`src/rtl/chan_guard_pkg.sv`:
```
package chan_guard_pkg;

    typedef enum logic [2:0] {
        ST_OFF     = 3'd0,
        ST_INRUSH  = 3'd1,
        ST_STEADY  = 3'd2,
        ST_RETRY   = 3'd3,
        ST_LATCHED = 3'd4
    } cg_state_e;

    localparam logic [1:0] MODE_REG   = 2'b10;

    localparam logic [1:0] THR_STEADY = 2'b00;
    localparam logic [1:0] THR_SHUT   = 2'b01;
    localparam logic [1:0] THR_REG    = 2'b10;

    localparam logic [1:0] KIND_NONE  = 2'b00;
    localparam logic [1:0] KIND_OC    = 2'b01;
    localparam logic [1:0] KIND_TH    = 2'b10;

endpackage

```
`src/rtl/chan_guard_edge.sv`:
```
module chan_guard_edge (
    input  logic clk,
    input  logic rst_n,
    input  logic sig,
    output logic fall
);

    logic prev_d, prev_q;

    always_comb begin
        prev_d = sig;
    end

    always_ff @(posedge clk or negedge rst_n) begin
        if (!rst_n) prev_q <= 1'b0;
        else        prev_q <= prev_d;
    end

    assign fall = prev_q & ~sig;

endmodule

```
`src/rtl/chan_guard_durlut.sv`:
```
module chan_guard_durlut #(
    parameter int CODE_W = 3,
    parameter int BASE   = 4,
    parameter int CNT_W  = 9
) (
    input  logic [CODE_W-1:0] code,
    output logic [CNT_W-1:0]  cycles,
    output logic              zero
);

    localparam int N_ENT = 1 << CODE_W;

    logic [CNT_W-1:0] tbl [N_ENT];

    generate
        for (genvar i = 0; i < N_ENT; i++) begin : g_ent
            if (i == 0) begin : g_none
                assign tbl[i] = '0;
            end else begin : g_len
                assign tbl[i] = CNT_W'(BASE << (i - 1));
            end
        end
    endgenerate

    assign cycles = tbl[code];
    assign zero   = (code == '0);

endmodule

```
`src/rtl/chan_guard_ctrl.sv`:
```
module chan_guard_ctrl
    import chan_guard_pkg::*;
#(
    parameter int INRUSH_BASE = 4,
    parameter int RETRY_CYC   = 24,
    parameter int LIM_W       = 4,
    parameter int DUR_W       = 3
) (
    input  logic             clk,
    input  logic             rst_n,
    input  logic             on_req,
    input  logic             latch_cfg,
    input  logic [1:0]       chg_mode,
    input  logic [LIM_W-1:0] inrush_lim,
    input  logic [DUR_W-1:0] inrush_dur,
    input  logic             limp_mode,
    input  logic             limp_on,
    input  logic             oc_trip,
    input  logic             th_trip,
    output logic             sw_en,
    output logic [1:0]       thr_sel,
    output logic [LIM_W-1:0] thr_lvl,
    output logic             fault_flag,
    output logic [1:0]       fault_kind,
    output logic [2:0]       state_o
);

    localparam int MAX_INRUSH = INRUSH_BASE << ((1 << DUR_W) - 2);
    localparam int CNT_MAX    = (MAX_INRUSH > RETRY_CYC) ? MAX_INRUSH : RETRY_CYC;
    localparam int CNT_W      = $clog2(CNT_MAX + 1);
    localparam logic [CNT_W-1:0] RETRY_LOAD = CNT_W'(RETRY_CYC - 1);

    typedef struct packed {
        cg_state_e        st;
        logic [CNT_W-1:0] cnt;
        logic             flag;
        logic [1:0]       kind;
    } regs_t;

    regs_t q, d;

    logic [CNT_W-1:0] dur_cyc;
    logic             dur_zero;
    logic             latch_fall;

    chan_guard_durlut #(
        .CODE_W (DUR_W),
        .BASE   (INRUSH_BASE),
        .CNT_W  (CNT_W)
    ) u_lut (
        .code   (inrush_dur),
        .cycles (dur_cyc),
        .zero   (dur_zero)
    );

    chan_guard_edge u_latch_edge (
        .clk   (clk),
        .rst_n (rst_n),
        .sig   (latch_cfg),
        .fall  (latch_fall)
    );

    logic      fault_hit;
    logic      retry_go;
    cg_state_e start_st;
    logic [CNT_W-1:0] start_cnt;

    always_comb begin
        fault_hit = th_trip |
                    (oc_trip & ~((q.st == ST_INRUSH) && (chg_mode == MODE_REG)));
        retry_go  = (limp_mode & limp_on) | ~latch_cfg;
        start_st  = dur_zero ? ST_STEADY : ST_INRUSH;
        start_cnt = dur_zero ? '0 : (dur_cyc - CNT_W'(1));
    end

    always_comb begin
        d = q;
        if (!on_req) begin
            d.st  = ST_OFF;
            d.cnt = '0;
            if (q.st == ST_LATCHED) d.flag = 1'b0;
        end else begin
            unique case (q.st)
                ST_OFF: begin
                    d.st  = start_st;
                    d.cnt = start_cnt;
                    if (dur_zero) d.flag = 1'b0;
                end
                ST_INRUSH, ST_STEADY: begin
                    if (fault_hit) begin
                        d.flag = 1'b1;
                        d.kind = th_trip ? KIND_TH : KIND_OC;
                        if (retry_go) begin
                            d.st  = ST_RETRY;
                            d.cnt = RETRY_LOAD;
                        end else begin
                            d.st  = ST_LATCHED;
                            d.cnt = '0;
                        end
                    end else if (q.st == ST_INRUSH) begin
                        if (q.cnt == '0) begin
                            d.st   = ST_STEADY;
                            d.flag = 1'b0;
                        end else begin
                            d.cnt = q.cnt - CNT_W'(1);
                        end
                    end
                end
                ST_RETRY: begin
                    if (q.cnt == '0) begin
                        d.st  = start_st;
                        d.cnt = start_cnt;
                        if (dur_zero) d.flag = 1'b0;
                    end else begin
                        d.cnt = q.cnt - CNT_W'(1);
                    end
                end
                ST_LATCHED: begin
                    if (latch_fall) begin
                        d.st   = start_st;
                        d.cnt  = start_cnt;
                        d.flag = 1'b0;
                    end
                end
                default: begin
                    d.st  = ST_OFF;
                    d.cnt = '0;
                end
            endcase
        end
    end

    always_ff @(posedge clk or negedge rst_n) begin
        if (!rst_n) begin
            q.st   <= ST_OFF;
            q.cnt  <= '0;
            q.flag <= 1'b0;
            q.kind <= KIND_NONE;
        end else begin
            q <= d;
        end
    end

    always_comb begin
        sw_en      = (q.st == ST_INRUSH) || (q.st == ST_STEADY);
        thr_sel    = THR_STEADY;
        thr_lvl    = '0;
        if (q.st == ST_INRUSH) begin
            thr_sel = (chg_mode == MODE_REG) ? THR_REG : THR_SHUT;
            thr_lvl = inrush_lim;
        end
        fault_flag = q.flag;
        fault_kind = q.kind;
        state_o    = q.st;
    end

endmodule

```
`config.mk`:
```
export PLATFORM = sky130hd
export DESIGN_NAME = chan_guard_ctrl
export DESIGN_NICKNAME = d
export VERILOG_FILES = /design/src/rtl/chan_guard_pkg.sv /design/src/rtl/chan_guard_edge.sv /design/src/rtl/chan_guard_durlut.sv /design/src/rtl/chan_guard_ctrl.sv
export SDC_FILE = /design/constraint.sdc
export NUM_CORES = 1
export LEC_CHECK = 0
export BUFFER_PORTS_ARGS = -buffer_cell sky130_fd_sc_hd__buf_2
export CELL_PAD_IN_SITES_DETAIL_PLACEMENT = 0
export CELL_PAD_IN_SITES_GLOBAL_PLACEMENT = 2
export CORE_AREA = 2 2 63 79
export DETAILED_ROUTE_END_ITERATION = 8
export DIE_AREA = 0 0 65 81
export PLACE_DENSITY = 0.93
export SYNTH_ARGS = -nofsm -noshare
export SYNTH_HDL_FRONTEND = slang
export SYNTH_HIERARCHICAL = 1
export SYNTH_SLANG_ARGS = --single-unit
```
`constraint.sdc`:
```
create_clock -name clk -period 3.32 [get_ports clk]
set_input_delay 0.664 -clock clk [delete_from_list [all_inputs] [get_ports clk]]
set_output_delay 0.664 -clock clk [all_outputs]
set_load 0.1 [all_outputs]
```
Yosys cells after proc, flatten, opt, wreduce, memory -nomap -nowiden

Memory sizes are Yosys's and may differ from the RTL's.
Index checks and enable logic that the tools add are counted.

Flip-flop bits (word level): 16
Bits in read-only memories: 72
Bits of input ports: 17
Output and inout port bits: 13
Word-level logic and storage cells: 62
Memories: 1

Add/sub/neg operators: 2
Magnitude comparators: 1
Equal/unequal tests: 10
Multiplexer cells: 23
Bitwise logic cells: 8
Reductions and logical operators: 12

Memories:

| memory          | words | width | rd ports | clocked after Yosys merged registers in | write ports | line                    | text |
|---|---|---|---|---|---|---|---|
| (no name shown) | 8     | 9     | 1        | 0                                       | 0           | chan_guard_durlut.sv:25 | `assign cycles = tbl[code];` |

Operator list:

| kind                | number |
|---|---|
| $mux 13             | 4 |
| $pmux 12 s4         | 1 |
| $mux 9              | 5 |
| $sub 9x1->9 const B | 2 |
| $mux 12             | 1 |
| $ne 4x4->1 const B  | 3 |
| $logic_not 9->1     | 1 |
| $mux 2              | 4 |
| $eq 3x2->1 const B  | 2 |
| $logic_not 3->1     | 2 |
| $mux 3              | 2 |
| $ne 3x3->1 const B  | 2 |
| $reduce_and 3->1    | 2 |
| $reduce_and 6->1    | 1 |
| $ge 4x4->1 const B  | 1 |
| $mux 1              | 4 |
| $mux 4              | 1 |
| $not 3->4           | 1 |
| $pmux 1 s4          | 1 |
| $reduce_and 4->1    | 1 |
| $reduce_bool 4->1   | 1 |
| $and 1x1->1         | 3 |
| $eq 3x1->1 const B  | 1 |
| $eq 3x3->1 const B  | 1 |
| other kinds (7)     | 9 |

Depth between registers and ports, before layout

Word-level depth: 9
Mapped depth: 8
Gate-level depth less buffers: 7

Hierarchy

Netlist, hierarchy kept.

Modules (own cells, without submodules):

| module            | instances | cells an instance | area an instance (µm²) | sequential area each (µm²) |
|---|---|---|---|---|
| chan_guard_ctrl   | 1         | 171               | 1,405.1                | 375.4 |
| chan_guard_durlut | 1         | 11                | 83.8                   | 0.0 |
| chan_guard_edge   | 1         | 2                 | 38.8                   | 25.0 |

Worst setup path after synthesis

Ideal clock, no wire load.

Kind: flip-flop to flip-flop
Start: reg q, in the netlist state_o[0]
End: reg q[7] in the netlist's numbering
Setup time: 0.065 ns
Arrival time: 2.890 ns
Data required time: 3.255 ns
Path slack: 0.365 ns
Stages on the path, launching flop included: 7
Path buffers: 1
Period minus slack after synthesis: 2.955 ns
Path through: dfrtp_1 -> buf_2 -> xnor2_1 -> nor2_1 -> a21oi_1 -> a2111oi_0 -> a211o_1

Word-level cells in the longest chain between the ends: 8
Elaborated cells on any way between the ends: 17
Those cells by class: eq/ne (7); mux (3); bitwise (3); reduce/logical (4)

Ends and longest elaborated chain:

| element            | line                                                                 | text |
|---|---|---|
| start: declaration | chan_guard_ctrl.sv:40                                                | `regs_t q, d;` |
| $eq 3x1->1         | chan_guard_ctrl.sv:70, chan_guard_ctrl.sv:83, chan_guard_ctrl.sv:100 |  |
| $logic_and 1x1->1  | chan_guard_ctrl.sv:70                                                | `(oc_trip & ~((q.st == ST_INRUSH) && (chg_mode == MODE_REG)));` |
| $not 1->1          | chan_guard_ctrl.sv:70                                                |  |
| $and 1x1->1        | chan_guard_ctrl.sv:70                                                |  |
| $or 1x1->1         | chan_guard_ctrl.sv:69                                                | `fault_hit = th_trip \|` |
| $mux 13            | chan_guard_ctrl.sv:90                                                | `if (fault_hit) begin` |
| $pmux 12 s4        | chan_guard_ctrl.sv:83                                                | `unique case (q.st)` |
| $mux 13            | chan_guard_ctrl.sv:78                                                | `if (!on_req) begin` |

Parallel ways exist; a longest one is shown, timed or not.
A chain may end at the register's enable or synchronous reset.

Worst setup path in the final report

Start: reg q, in the netlist state_o[0]
End: out thr_sel[1]

Word-level cells in the longest chain between the ends: 2

Ends and longest elaborated chain:

| element          | line                   | text |
|---|---|---|
| $eq 3x1->1       | chan_guard_ctrl.sv:148 | `if (q.st == ST_INRUSH) begin` |
| $mux 2           | chan_guard_ctrl.sv:148 |  |
| end: declaration | chan_guard_ctrl.sv:21  | `output logic [1:0] thr_sel,` |

Every way passes these cells.

==> results by stage <==
Global route:
- The initial antenna violation count was 0.
- The overall global routing resource usage is 16.09%.
- The global-route wire length before repair is 6.534 mm.
- The maximum number of pins on one net before global-route repair is 17.
- The via count of the first global-routing pass came to 1,403.
- The total overflow left after global routing is 0.

Timing:
- The count of pins over their slew limit is 0.
- The worst clock skew on the final layout is 5.703 ps.
- Setup repair after global routing left no endpoint under its margin.
- The summed negative setup slack over all endpoints is 0 ps.
- At the pin with the least slew margin, the transition time is 589.0 ps.
- The final setup violation count is 0.
- The final critical path takes up 78.50% of the cycle.
- The slack of the critical path is 713.9 ps.
- The time the final worst path needs with I/O delays and setup is 2606 ps.
- Measured against its own limit, the worst slew margin works out to 60.43%.
- Based on the critical path, the design can be clocked at up to 383.7 MHz.
- The total count of hold-check failures in the final report is 0.

Placement:
- The final weighted congestion in routability-driven placement is 0.8583.
- In this run, placement finished with an instance count of 263.
- At the placement stage, the worst setup path has a slack of 678.0 ps.
- The sum of net half-perimeters after detailed placement is 3.064 mm.
- Port buffering added 29 buffers.

Floorplanning:
- 30 I/O pins were placed.
- The floorplan step set the die width to 65 um.
- The placeable core region is 4589 sq um.
- The vertical die dimension is 81 um.
- The initial core utilization is 33.29%.
- Row generation in the floorplan step produced 28 rows.
- The die area is 5265 sq um.

Logic synthesis:
- The synthesized netlist occupies a cell area of 1528 sq um.
- The number of storage elements in the synthesis netlist is 16.
- The count of unique library cells instantiated by Yosys is 64.
- The average instance in the mapped netlist occupies 8.303 sq um.
- The fraction of the yosys area taken by sequential cells is 26.21%.
- Summed over its instances, the top area cell type makes up 26.21% of the synthesized netlist area.
- After synthesis, the cell types taking the most area are sky130_fd_sc_hd__dfrtp_1 (26%), sky130_fd_sc_hd__nand2_1 (4.4%), sky130_fd_sc_hd__nor2_1 (4.2%).
- Yosys instantiated no cell more often than sky130_fd_sc_hd__nand2_1.
- The fraction of synthesis flops using an asynchronous set or reset pin is 100.0%.
- The most frequently used flop master after synthesis is sky130_fd_sc_hd__dfrtp_1.
- The number of synthesized flops with an enable pin is 0.
- The post-synthesis instance total is 184.
- The largest total area in the synthesized netlist belongs to sky130_fd_sc_hd__dfrtp_1.
- The number of warnings issued by yosys is 6.
- Counting instances in the post-synthesis netlist gives the leading cell types as sky130_fd_sc_hd__nand2_1 (18), sky130_fd_sc_hd__nor2_1 (17), sky130_fd_sc_hd__dfrtp_1 (16).

Routing:
- The number of DRC violations after detailed routing is 0.
- The first routing iteration left 69 violations.
- Using the TritonRoute via totals, the vias-per-cell ratio works out to 5.461.
- For this run, the detailed router's first-pass iteration total came to 4.
- The remaining antenna violation count after routing is 0.
- In the final routed layout, each cell accounts on average for 14.40 um.
- The total via count after detailed routing is 1,458.
- The detailed-route wire length is 3.844 mm.

Clock tree:
- For this design, the CTS-stage hold fixing added 0 buffers.
- The level count of the clock H-tree is 1.
- The TritonCTS clock tree is yes.
- The quantity of gates resized following cts is 0.
- No sink is reached through more buffers than the 2 on the longest clock path.
- The number of clock sinks is 16.
- The clock insertion delay at the later pin of the skew report is 260 ps.
- The root buffer cell chosen for the clock tree is sky130_fd_sc_hd__clkbuf_8.
- The clock input transition at the sequential cells of the worst setup and hold paths is 70 ps.
- The setup fix buffers added after clock tree synthesis is 0.
- Clock tree synthesis inserted a total of 3 buffers.

Layout:
- At the end of the flow, the number of nets in the layout was 228.
- The layout-stage area growth over the synthesis result is 12.94%.
- The filler cells instantiated in the layout total 489.
- The fraction of layout cells with a size suffix above 1 is 24.64%.
- 0 antenna diodes ended up in the layout.
- The finished layout holds 267 standard cells, fillers aside.

Run status:
- The flow ran to the end, and the final reports show no timing, DRC or antenna violations.

Critical path:
- The cell with the largest stage delay on the worst path is sky130_fd_sc_hd__dfrtp_1.
- Along the worst path, the maximum fanout reaches 12.
- The worst setup path is of the reg2out kind.
- The critical path data required time is 2660 ps.
- The worst setup path is launched from a register.
- The library cell appearing most often on the critical path is sky130_fd_sc_hd__inv_1.
- In this design, the stage delay of the slowest critical-path cell is 560 ps.
- STA classifies the critical path endpoint as an output port.
- Data arrives at the worst endpoint at 1940 ps.
- Walking the worst path, the cells encountered are inv_1 > nor3_1 > nand2_1 > inv_1 > buf_2.

Power and ir drop:
- In this run the power density over the cells is 1046 nW/um^2.
- The leakage power is 0.0007519 uW.
- The maximum vdd ir drop is 0.0002383 V.

Run:
- The number of maximum-capacitance violations is 0.

Worst hold path:
- The type of the most critical hold path is in2async.
[cell usage in the layout, fill, tap and decap left out, types with 3 or more instances in the layout]
cell | netlist | final
sky130_fd_sc_hd__a21oi_1 | 9 | 9
sky130_fd_sc_hd__a31oi_1 | 3 | 3
sky130_fd_sc_hd__and2_1 | 4 | 4
sky130_fd_sc_hd__and3b_2 | 3 | 3
sky130_fd_sc_hd__buf_2 | 2 | 29
sky130_fd_sc_hd__clkbuf_8 | 0 | 4
sky130_fd_sc_hd__dfrtp_1 | 16 | 16
sky130_fd_sc_hd__ha_1 | 3 | 3
sky130_fd_sc_hd__inv_1 | 7 | 7
sky130_fd_sc_hd__nand2_1 | 18 | 18
sky130_fd_sc_hd__nand2b_1 | 3 | 3
sky130_fd_sc_hd__nor2_1 | 17 | 17
sky130_fd_sc_hd__nor2b_1 | 3 | 3
sky130_fd_sc_hd__nor3_1 | 10 | 10
sky130_fd_sc_hd__nor3b_1 | 4 | 4
sky130_fd_sc_hd__o21ai_0 | 5 | 5
sky130_fd_sc_hd__xnor2_1 | 5 | 5
sky130_fd_sc_hd__xor2_1 | 4 | 4
[routing by layer]
metal,GRT usage (%),routed length [um]
met5,0,0
met4,8.936,112
met3,2.632,203
met2,28.45,1955
met1,18.34,1573
[registers in the layout, summed over array words and instances, names as in the netlist]
signal	count
q	9
fault_flag	1
state_o	3
fault_kind	2
u_latch_edge/prev_q	1
[power breakdown]
part	leakage (uW)	switching, uW	internal, uW
registers	0.000209	97.2	263
clock network	0.0000288	74.4	106
logic	0.000514	924	341
total	0.000752	1100	709
[cell families (layout without fill, tap and decap cells)]
logic type | count (synthesis) | after routing | synth area share (%)
adders and majority gates | 3 | 3 | 2.457
and+or+nand+nor | 86 | 86 | 33.09
AOI/OAI and AO/OA | 50 | 50 | 25.31
DFF | 16 | 16 | 26.21
buffers and inverters | 19 | 41 | 7.535
xor gates and xnor gates | 9 | 9 | 5.159
other | 1 | 2 | 0.2455
[cell type report]
class / count / area (sq um) / area share, %
multi-input cells: 150 / 1016 / 58.88
inverters: 7 / 26.28 / 1.523
flip-flops and latches: 16 / 400.4 / 23.21
clock buffers: 4 / 55.05 / 3.191
well taps: 60 / 75.07 / 4.351
repair buffers: 30 / 152.6 / 8.847
[final timing paths]
kind,from,depth (start not counted),endpoint,slack [ps]
worst max-delay path,state_o[0]$_DFFE_PN0P_,5,thr_sel[1],710
worst min-delay path,rst_n,1,u_latch_edge/prev_q$_DFF_PN0_,310
worst max register to register,state_o[0]$_DFFE_PN0P_,5,q[11]$_DFFE_PN0P_,860
worst min register to register,fault_kind[1]$_DFFE_PN0P_,1,fault_kind[1]$_DFFE_PN0P_,500
max in group asynchronous,rst_n,1,fault_kind[1]$_DFFE_PN0P_,2730
min in group clk,fault_kind[1]$_DFFE_PN0P_,1,fault_kind[1]$_DFFE_PN0P_,500
[metrics by stage]
step	area, sq um	utilization (%)	hold slack, ps	power, uW
2_1_floorplan	1531	-	368.4	1442
3_3_place_gp	1670	36.40	494.6	1625
3_5_place_dp	1670	36.40	486.0	1621
4_1_cts	1725	37.60	326.4	1805
5_1_grt	1725	37.60	339.3	1931
6_report	1725	37.60	310.0	1805
[worst max-delay path: cells and delay by family (launching register included)]
kind                   cells  cell delay (ps)
buffers and inverters      3              610
DFF                        1              560
and+or+nand+nor            2              510
Power figures use the tool's default switching activity.
